### src/rtl/fdiag_pkg.sv
package fdiag_pkg;

    typedef enum logic [1:0] {
        DC_GND_SHORT = 2'b00,
        DC_OPEN      = 2'b01,
        DC_OVER      = 2'b10,
        DC_NORMAL    = 2'b11
    } diag_code_t;

    localparam int N_CLASS = 3;
    localparam int CL_OVER = 0;
    localparam int CL_OPEN = 1;
    localparam int CL_GND  = 2;

    typedef logic [N_CLASS-1:0] class_vec_t;

    // ground short outranks open load, which outranks overcurrent
    function automatic diag_code_t resolve_code(class_vec_t q);
        diag_code_t c;
        if (q[CL_GND])       c = DC_GND_SHORT;
        else if (q[CL_OPEN]) c = DC_OPEN;
        else if (q[CL_OVER]) c = DC_OVER;
        else                 c = DC_NORMAL;
        return c;
    endfunction

    function automatic class_vec_t eligible(logic on, logic ilim, logic therm,
                                            logic ol, logic scg);
        class_vec_t v;
        v[CL_OVER] = on & (ilim | therm);
        v[CL_OPEN] = ~on & ol;
        v[CL_GND]  = ~on & scg;
        return v;
    endfunction

endpackage

### src/rtl/fault_persist.sv
module fault_persist #(
    parameter int FAULT_DELAY = 5000
) (
    input  logic clk,
    input  logic rst,
    input  logic cond,
    output logic qual
);
    localparam int CW = (FAULT_DELAY > 2) ? $clog2(FAULT_DELAY) : 1;
    localparam logic [CW-1:0] LAST = CW'(FAULT_DELAY - 1);

    logic [CW-1:0] cnt;

    always_ff @(posedge clk) begin
        if (rst || !cond) begin
            cnt <= '0;
        end else if (cnt != LAST) begin
            cnt <= cnt + 1'b1;
        end
    end

    assign qual = cond && (cnt == LAST);
endmodule

### src/rtl/chan_diag.sv
module chan_diag
    import fdiag_pkg::*;
#(
    parameter int FAULT_DELAY = 5000
) (
    input  logic       clk,
    input  logic       rst,
    input  logic       on,
    input  logic       ilim,
    input  logic       therm,
    input  logic       ol,
    input  logic       scg,
    input  logic       clr,
    output diag_code_t code,
    output logic       err
);
    class_vec_t cond;
    class_vec_t qual;

    assign cond = eligible(on, ilim, therm, ol, scg);

    for (genvar k = 0; k < N_CLASS; k++) begin : g_filt
        fault_persist #(.FAULT_DELAY(FAULT_DELAY)) i_filt (
            .clk (clk),
            .rst (rst),
            .cond(cond[k]),
            .qual(qual[k])
        );
    end

    always_ff @(posedge clk) begin
        if (rst || clr) begin
            code <= DC_NORMAL;
            err  <= 1'b0;
        end else if (|qual) begin
            code <= resolve_code(qual);
            err  <= 1'b1;
        end
    end
endmodule

### src/rtl/diag_snapshot.sv
module diag_snapshot #(
    parameter int WIDTH = 16
) (
    input  logic             clk,
    input  logic             rst,
    input  logic             load,
    input  logic [WIDTH-1:0] live,
    output logic [WIDTH-1:0] held
);
    always_ff @(posedge clk) begin
        if (rst)       held <= '1;
        else if (load) held <= live;
    end
endmodule

### src/rtl/chan_fault_monitor.sv
module chan_fault_monitor
    import fdiag_pkg::*;
#(
    parameter int NCH         = 8,
    parameter int FAULT_DELAY = 5000
) (
    input  logic             clk,
    input  logic             rst,
    input  logic [NCH-1:0]   chan_on,
    input  logic [NCH-1:0]   ilim_hit,
    input  logic [NCH-1:0]   therm_off,
    input  logic [NCH-1:0]   ol_low,
    input  logic [NCH-1:0]   scg_sense,
    input  logic             cs_rise,
    input  logic             snap_load,
    output logic [2*NCH-1:0] snap_codes,
    output logic             fault_n
);
    localparam int CODE_W = 2 * NCH;

    logic [CODE_W-1:0] live_codes;
    logic [NCH-1:0]    err_vec;

    for (genvar i = 0; i < NCH; i++) begin : g_ch
        diag_code_t c;
        chan_diag #(.FAULT_DELAY(FAULT_DELAY)) i_ch (
            .clk  (clk),
            .rst  (rst),
            .on   (chan_on[i]),
            .ilim (ilim_hit[i]),
            .therm(therm_off[i]),
            .ol   (ol_low[i]),
            .scg  (scg_sense[i]),
            .clr  (cs_rise),
            .code (c),
            .err  (err_vec[i])
        );
        assign live_codes[2*i +: 2] = c;
    end

    diag_snapshot #(.WIDTH(CODE_W)) i_snap (
        .clk (clk),
        .rst (rst),
        .load(snap_load),
        .live(live_codes),
        .held(snap_codes)
    );

    assign fault_n = ~|err_vec;
endmodule

### config.mk
export PLATFORM = sky130hd
export DESIGN_NAME = chan_fault_monitor
export DESIGN_NICKNAME = d
export VERILOG_FILES = /design/src/rtl/fdiag_pkg.sv /design/src/rtl/fault_persist.sv /design/src/rtl/chan_diag.sv /design/src/rtl/diag_snapshot.sv /design/src/rtl/chan_fault_monitor.sv
export SDC_FILE = /design/constraint.sdc
export NUM_CORES = 1
export LEC_CHECK = 0
export ABC_CLOCK_PERIOD_IN_PS = 2900
export BUFFER_PORTS_ARGS = -buffer_cell sky130_fd_sc_hd__buf_2
export CORE_MARGIN = 4
export CORE_UTILIZATION = 60
export CTS_BUF_LIST = sky130_fd_sc_hd__clkbuf_4
export CTS_CLUSTER_SIZE = 10
export DETAILED_ROUTE_END_ITERATION = 8
export PLACE_DENSITY = 0.78
export SLEW_MARGIN = 20
export SYNTH_ARGS = -nofsm -noshare
export SYNTH_HDL_FRONTEND = slang
export SYNTH_SLANG_ARGS = --single-unit
### constraint.sdc
create_clock -name clk -period 2.9 [get_ports clk]
set_input_delay 0.145 -clock clk [delete_from_list [all_inputs] [get_ports clk]]
set_output_delay 0.145 -clock clk [all_outputs]
set_load 0.02 [all_outputs]
==> results.md, run 1 <==
- Ys async rst share: 0%
- Post-synthesis compound-gate area fraction: 8.20%
- R2R Setup Slk: 0.26 ns
- Design area: 17,900 sq um
- Reg2reg start: g_ch[4].i_ch.g_filt[2].i_filt.cnt[0]$_SDFFE_PP0P_
- Inst Count DP: around 2,200
- Final setup fails: 0
- H-tree levels: 3
- Simple-Gate Fraction of Synth Area: about 29%
- Crit Path Max Fanout: 7
- Setup Skew: between 0.04 and 0.05 ns
- Outcome: finished clean
- Total Neg Setup Slack: 0 ns
- Die area: around 29,000 sq um
- Post-DRT Antenna Nets: 0
- Largest family of logic cells by synthesized area: simple AND/OR/NAND/NOR gates
- Port Buffers: 60
- Die Ht: about 170 microns
- GRT Overall Usage: approximately 22%
- Top FF cell, synth: dfxtp_1
- Fmax achieved: ~380 MHz
- FF+latch area: 7050 sq um
- Number of global-route vias before repair: about 13,000
- Clock buffer depth: 3
- Root buffer cell: clkbuf_4
- Clk_lat worst skew: ~0.69 ns
- Hold endpoint: g_ch[0].i_ch.code[1]$_SDFFE_PP1P_
- Max-slew violations: 0
- Clk slew on worst S/H paths: around 0.07 ns
- Layout cell share with drive strength beyond 1: around 12%
- Number of synthesized flops with an enable pin: 0
- Xor-xnor portion of the synthesized cell area: 11.6%
- Slew HR: between 20 and 30%
- Synth Warn #: 0
- Area of the multi-input gates: roughly 8300 sq um
- DIE WIDTH: between 150 and 200 microns
- Distinct cell type count after synthesis: 56
- Nets@finish: approximately 2,000
- Min-Delay Path Class: in -> reg
- Hold path start: scg_sense[0]
- CTS Sinks: between 300 and 400
- Number of fillers in the final layout: just under 2,000
- Mapped Area: 15,700 sq um
- Max rail drop VDD: roughly 0.36 mV
- Core footprint: ~25,000 sq um
- Non-filler cells, final: 2,354
- Static Leak: a little under 6 nW
- GPL Wtd Cong: between 0.8 and 0.9
- Post-synthesis mux area share: between 1.5 and 2%
- TritonCTS buffer count: 90
- DR WL/cell: between 10 and 15 microns
- Post-synth top area cell: dfxtp_1
- Hold Fails Final Rpt: 0
- Worst-margin pin slew: 1.06 ns
- Share of the synthesized area in the top cell type: 44.8%
- Final period utilization: between 90% and 100%
- Num ports: roughly 60
- Via count: 13,100
- CTS tree: yes
- Cells on Worst Hold Path: 4
- RSZ-0062 raised after global routing: false
- Worst Reg2Reg Path Length in Cells: 6
- Sequential area share after synthesis: approximately 45%
- Hold WS: 0.0522 ns
- Critical path launch point type: flop
- Mapped Cells: ~1,800
- Mapped Nets: 1,873
- Via-to-Cell Ratio: 5.57
- Gr ovfl total: 0
- RR Endpoint: g_ch[4].i_ch.code[1]$_SDFFE_PP1P_
- Initial antenna violation count: 1
- Iter 0 DRT Violations: roughly 700
- Synth Register Bits: roughly 350
- Total wire length: around 31,000 microns
- PostCTS Resize Cnt: 0
- Max Cap Viol: 0
- Largest net degree at the start of global routing: 48
- First-pass GRT wire length: around 56,000 microns
- Critical Path RT: 3.47 ns
- Pre-antenna DRT Iters: 5
- Starting density of the core: about three fifths
- Core Rows: 58
- Critical path class: reg -> reg
- Area share of fa/ha/maj cells after synthesis: around 1.9%
- Power per cell area: ~500 nW/um^2
- Post-CTS Setup Bufs: 0
- DRC Markers: 0
- Synth top area cells: dfxtp_1, xnor2_1, nor2_1
- Critical Path Sink Type: flop
- Dpl hpwl: ~20,000 microns
- Critical path arrival: about 3.2 ns
- Area delta synth->final: 13.7%
- Synth Area per Inst: 8.71 sq um
- Placed inst area: 16,300 sq um
- Min Tclk post-route: 2.64 ns
-- registers in the layout, summed over array words and instances, names as in the netlist --
name	flops
g_ch.i_ch.g_filt.i_filt.cnt	312
g_ch.i_ch.code	16
g_ch.i_ch.err	8
i_snap.held	16
-- synth_stat cells, types with 9 or more instances --
master,count
inv_1,63
ha_1,24
and3_1,15
dfxtp_1,352
xor2_1,53
nor3_1,61
nor2_1,286
nand2b_1,18
xnor2_1,156
nand3_1,127
nand2_1,81
or2_2,25
or3_1,45
o21bai_1,14
nand4_1,47
and4_1,18
mux2i_1,26
o21ai_0,68
nor4bb_1,9
clkbuf_1,42
a21oi_1,48
a31oi_1,26
nor4_1,65
a211o_1,16
nor2b_1,21
nor4b_1,20
-- where the power goes --
group | leakage, nW | switching (mW) | internal (mW)
Combinational | 2.42 | 0.166 | 0.129
Clock | 0.629 | 1.85 | 2.10
Sequential | 2.84 | 0.0286 | 4.87
-- layout make-up --
cell class	count	area share, %
antenna	1	0.0140
clock buffer	121	5.08
clock inverter	27	0.875
inverter	63	1.32
multi-input combinational	1345	46.2
sequential	352	39.4
tap	330	2.31
timing repair buffer	115	4.75
-- stage by stage --
stage / power, mW / utilization, % / setup slack (ns)
finish: 9.13 / 70.2 / 0.257
global route: 9.58 / 70.2 / 0.142
CTS: 9.28 / 70.2 / 0.349
detailed placement: 5.25 / 63.9 / 0.921
global placement: 5.25 / 63.9 / 0.982
floorplan: 5.16 / - / 1.11
-- routing by layer --
| layer | global-route usage (%) | vias to the layer above | wire [microns] |
|---|---|---|---|
| li1 | - | 6740 | - |
| met1 | 28.5 | 6091 | 14900 |
| met2 | 37.3 | 221 | 14800 |
| met3 | 4.02 | 51 | 1230 |
| met4 | 7.56 | 0 | 531 |
| met5 | 0 | - | 0 |
-- cells by family (layout without fill, tap and decap cells) --
family,Yosys count,count (layout)
muxes,29,29
xor gates and xnor gates,209,209
AOI/OAI and AO/OA,208,208
adders and majority gates,24,24
DFF,352,352
other,0,1
buffers and inverters,108,326
and+or+nand+nor,875,875
-- worst max-delay path, cell delays in order (launching register included) --
cell and delay (ns):
dfxtp_1 0.40, ha_1 0.27, nand3_1 0.17, or4_1 0.75
o22ai_2 0.22, o21ai_0 0.12, dlygate4sd3_1 0.59
-- how the worst max path moves through the flow --
stage,endpoint,startpoint,slack (ns)
finish,g_ch[4].i_ch.code[1]$_SDFFE_PP1P_,g_ch[4].i_ch.g_filt[2].i_filt.cnt[0]$_SDFFE_PP0P_,0.26
global route,g_ch[4].i_ch.code[1]$_SDFFE_PP1P_,g_ch[4].i_ch.g_filt[2].i_filt.cnt[0]$_SDFFE_PP0P_,0.14
CTS,g_ch[2].i_ch.code[0]$_SDFFE_PP1P_,g_ch[2].i_ch.g_filt[2].i_filt.cnt[0]$_SDFFE_PP0P_,0.35
detailed placement,g_ch[7].i_ch.code[0]$_SDFFE_PP1P_,g_ch[7].i_ch.g_filt[0].i_filt.cnt[6]$_SDFFE_PP0P_,0.92
global placement,g_ch[4].i_ch.code[1]$_SDFFE_PP1P_,g_ch[4].i_ch.g_filt[2].i_filt.cnt[3]$_SDFFE_PP0P_,0.98
floorplan,g_ch[4].i_ch.code[1]$_SDFFE_PP1P_,g_ch[4].i_ch.g_filt[2].i_filt.cnt[3]$_SDFFE_PP0P_,1.11
-- timing repair --
item | 4_1_cts | 5_1_grt
hold buffers | 54 | 0
endpoints found under the hold margin | 41 | 0
endpoints found under the setup margin | 0 | 0
-- placed cells by master (no fill, tap or decap), types with 60 or more instances in the layout --
cell type,Yosys,layout
dfxtp_1,352,352
nor2_1,286,285
xnor2_1,156,156
nand3_1,127,127
clkbuf_4,0,121
nand2_1,81,81
o21ai_0,68,68
nor4_1,65,65
inv_1,63,63
nor3_1,61,61
buf_2,1,60
Note: power is estimated with default switching activity, not from simulation.
==> inputs of run 2 (changes only) <==
--- a/config.mk
+++ b/config.mk
@@ -5,7 +5,8 @@
 export SDC_FILE = /design/constraint.sdc
 export NUM_CORES = 1
 export LEC_CHECK = 0
-export ABC_CLOCK_PERIOD_IN_PS = 2900
+export ABC_AREA = 1
+export ABC_CLOCK_PERIOD_IN_PS = 3250
 export BUFFER_PORTS_ARGS = -buffer_cell sky130_fd_sc_hd__buf_2
 export CORE_MARGIN = 4
 export CORE_UTILIZATION = 60
==> constraint.sdc (replaced) <==
create_clock -name clk -period 3.25 [get_ports clk]
set_input_delay 0.1625 -clock clk [delete_from_list [all_inputs] [get_ports clk]]
set_output_delay 0.1625 -clock clk [all_outputs]
set_load 0.02 [all_outputs]
==> results.md, run 2 <==
- Outcome: finished clean
- Most frequent cells in the layout: nand2_1, inv_1, dfxtp_1, a21oi_1, nor2_1
- H-tree levels: 3
- Synth Warn #: 0
- Top FF cell, synth: dfxtp_1
- Reg2reg start: g_ch[4].i_ch.g_filt[0].i_filt.cnt[0]$_SDFFE_PP0P_
- Synth Register Bits: around 350
- Synth top area cells: dfxtp_1, nand2_1, inv_1
- Critical path launch point type: flop
- Critical path arrival: 2.20 ns
- TritonCTS buffer count: 89
- Mapped Area: roughly 17,000 sq um
- Iter 0 DRT Violations: around 860
- Biggest register: g_ch.i_ch.g_filt.i_filt.cnt
- Starting density of the core: between 60% and 70%
- Gr ovfl total: 0
- Distinct cell type count after synthesis: 35
- Core Rows: just over 60
- CTS Sinks: 352
- Max rail drop VDD: roughly 0.23 mV
- Die area: between 30,000 and 40,000 sq um
- Clk slew on worst S/H paths: about 0.060 ns
- Min-Delay Path Class: in -> reg
- DR WL/cell: around 12 microns
- Slew HR: 45.2%
- Clk_lat worst skew: roughly 0.7 ns
- Via-to-Cell Ratio: 5.13
- Fin util: 68.9%
- Pre-antenna DRT Iters: 5
- Post-DRT Antenna Nets: 0
- GRT Overall Usage: a little under a quarter
- Post-CTS Setup Bufs: 0
- Initial antenna violation count: 1
- Via count: approximately 16,000
- Final period utilization: between 70 and 80%
- DRC Markers: 0
- Power per cell area: around 430 nW/um^2
- Largest register FFs: roughly 310
- Synth Area per Inst: around 6.8 sq um
- Mapped Nets: 2,596
- GPL Wtd Cong: 0.894
- Grt met2 use: about two fifths
- Min Tclk post-route: roughly 2.4 ns
- Core footprint: approximately 28,000 sq um
- GR Util met3: about 3.6%
- Ys async rst share: 0%
- PostCTS Resize Cnt: 0
- Routing usage on met1: roughly 30%
- Synth top cells by count: nand2_1, inv_1, dfxtp_1
- Number of global-route vias before repair: ~15,000
- Clock buffer depth: 3
- Layout cell share with drive strength beyond 1: ~11%
- Mapped Cells: roughly 2,500
- Share of the synthesized area in the top cell type: between 40% and 50%
- Worst-margin pin slew: between 0.8 and 0.9 ns
- Max-slew violations: 0
- Final setup fails: 0
- Sequential area share after synthesis: around 40%
- Critical Path RT: 3.09 ns
- Num ports: 61
- Static Leak: between 7 and 8 nW
- Global route hottest layer: met2
- Critical Path Sink Type: output port
- Most common cell after layout, fill and taps aside: nand2_1
- RSZ-0062 raised after global routing: false
- Nets@finish: around 2,800
- Setup crit start: g_ch[6].i_ch.err$_SDFFE_PP0P_
- Total wire length: roughly 37,000 microns
- Post-synth top area cell: dfxtp_1
- Crit Path Max Fanout: 2
- Port Buffers: 60
- Fmax achieved: 423 MHz
- Total Neg Setup Slack: 0 ns
- Max Cap Viol: 0
- Largest net degree at the start of global routing: 27
- Critical path class: reg -> out
- Die Ht: ~180 microns
- Hold WS: between 0.05 and 0.06 ns
- Number of synthesized flops with an enable pin: 0
- Hold path start: ol_low[1]
- CTS tree: yes
- Setup Skew: between 0.05 and 0.06 ns
- First-pass GRT wire length: between 60,000 and 70,000 microns
- Area delta synth->final: 12.3%
- Most common cell in the netlist: nand2_1
- DIE WIDTH: 177 microns
- Root buffer cell: clkbuf_4
- Hold Fails Final Rpt: 0
- Dpl hpwl: 26,300 microns
- Largest regs: g_ch.i_ch.g_filt.i_filt.cnt: 312 flops, g_ch.i_ch.code: 16 flops, i_snap.held: 16 flops
run 2: cell families after synthesis:
kind of cell	count (synthesis)	synth area share [%]
flip-flops	352	41.0
adder cells (fa/ha/maj)	24	1.75
AND/OR/NAND/NOR	1254	33.2
XOR/XNOR	36	1.83
buffers and inverters	439	9.69
AO/OA/AOI/OAI	423	12.6
run 2: metrics by stage:
stage	area, sq um	cells	power (mW)	setup WS [ns]
detailed placement	17900	2946	4.70	1.34
global placement	17900	2946	4.69	1.40
finish	19300	3133	8.27	0.884
CTS	19300	3132	8.40	0.860
floorplan	17200	2528	4.60	1.90
global route	19300	3133	8.64	0.762
run 2: cell type report:
type	count	area (sq um)
flip-flops and latches	352	7050
inverters	419	1570
clock buffers	133	998
fillers	2461	8710
clock inverters	22	118
repair buffers	91	611
well taps	378	473
multi-input cells	1737	8480
diodes	1	2.50
run 2: layer usage:
layer | part of all wire (%) | up-vias
met1 | 48 | 7285
met2 | 47 | 244
met3 | 3.3 | 66
li1 | - | 8485
met5 | 0 | -
met4 | 2.0 | 0
run 2: final timing paths:
path	end	slack [ns]	cells past startpoint
worst max-delay path	fault_n	0.88	4
worst min register to register	i_snap.held[2]$_SDFFE_PP1P_	0.45	2
worst max register to register	g_ch[4].i_ch.code[1]$_SDFFE_PP1P_	1.12	10
worst min-delay path	g_ch[1].i_ch.code[0]$_SDFFE_PP1P_	0.06	6
run 2: report_power, final:
part	leakage, nW	internal, mW	switching [mW]
Combinational	3.85	0.0914	0.168
Clock	0.661	1.94	1.70
Sequential	2.84	4.34	0.0265
run 2: worst max-delay path: stages, from the launching register on:
cell and delay (ns):
dfxtp_1 0.31, nor4_1 0.43, nand2_1 0.10, nor3_1 0.44, buf_2 0.26
run 2: what timing repair did:
item                                   4_1_cts  5_1_grt
hold buffers                                31        0
setup endpoints to repair                    0        0
endpoints found under the hold margin       96        0
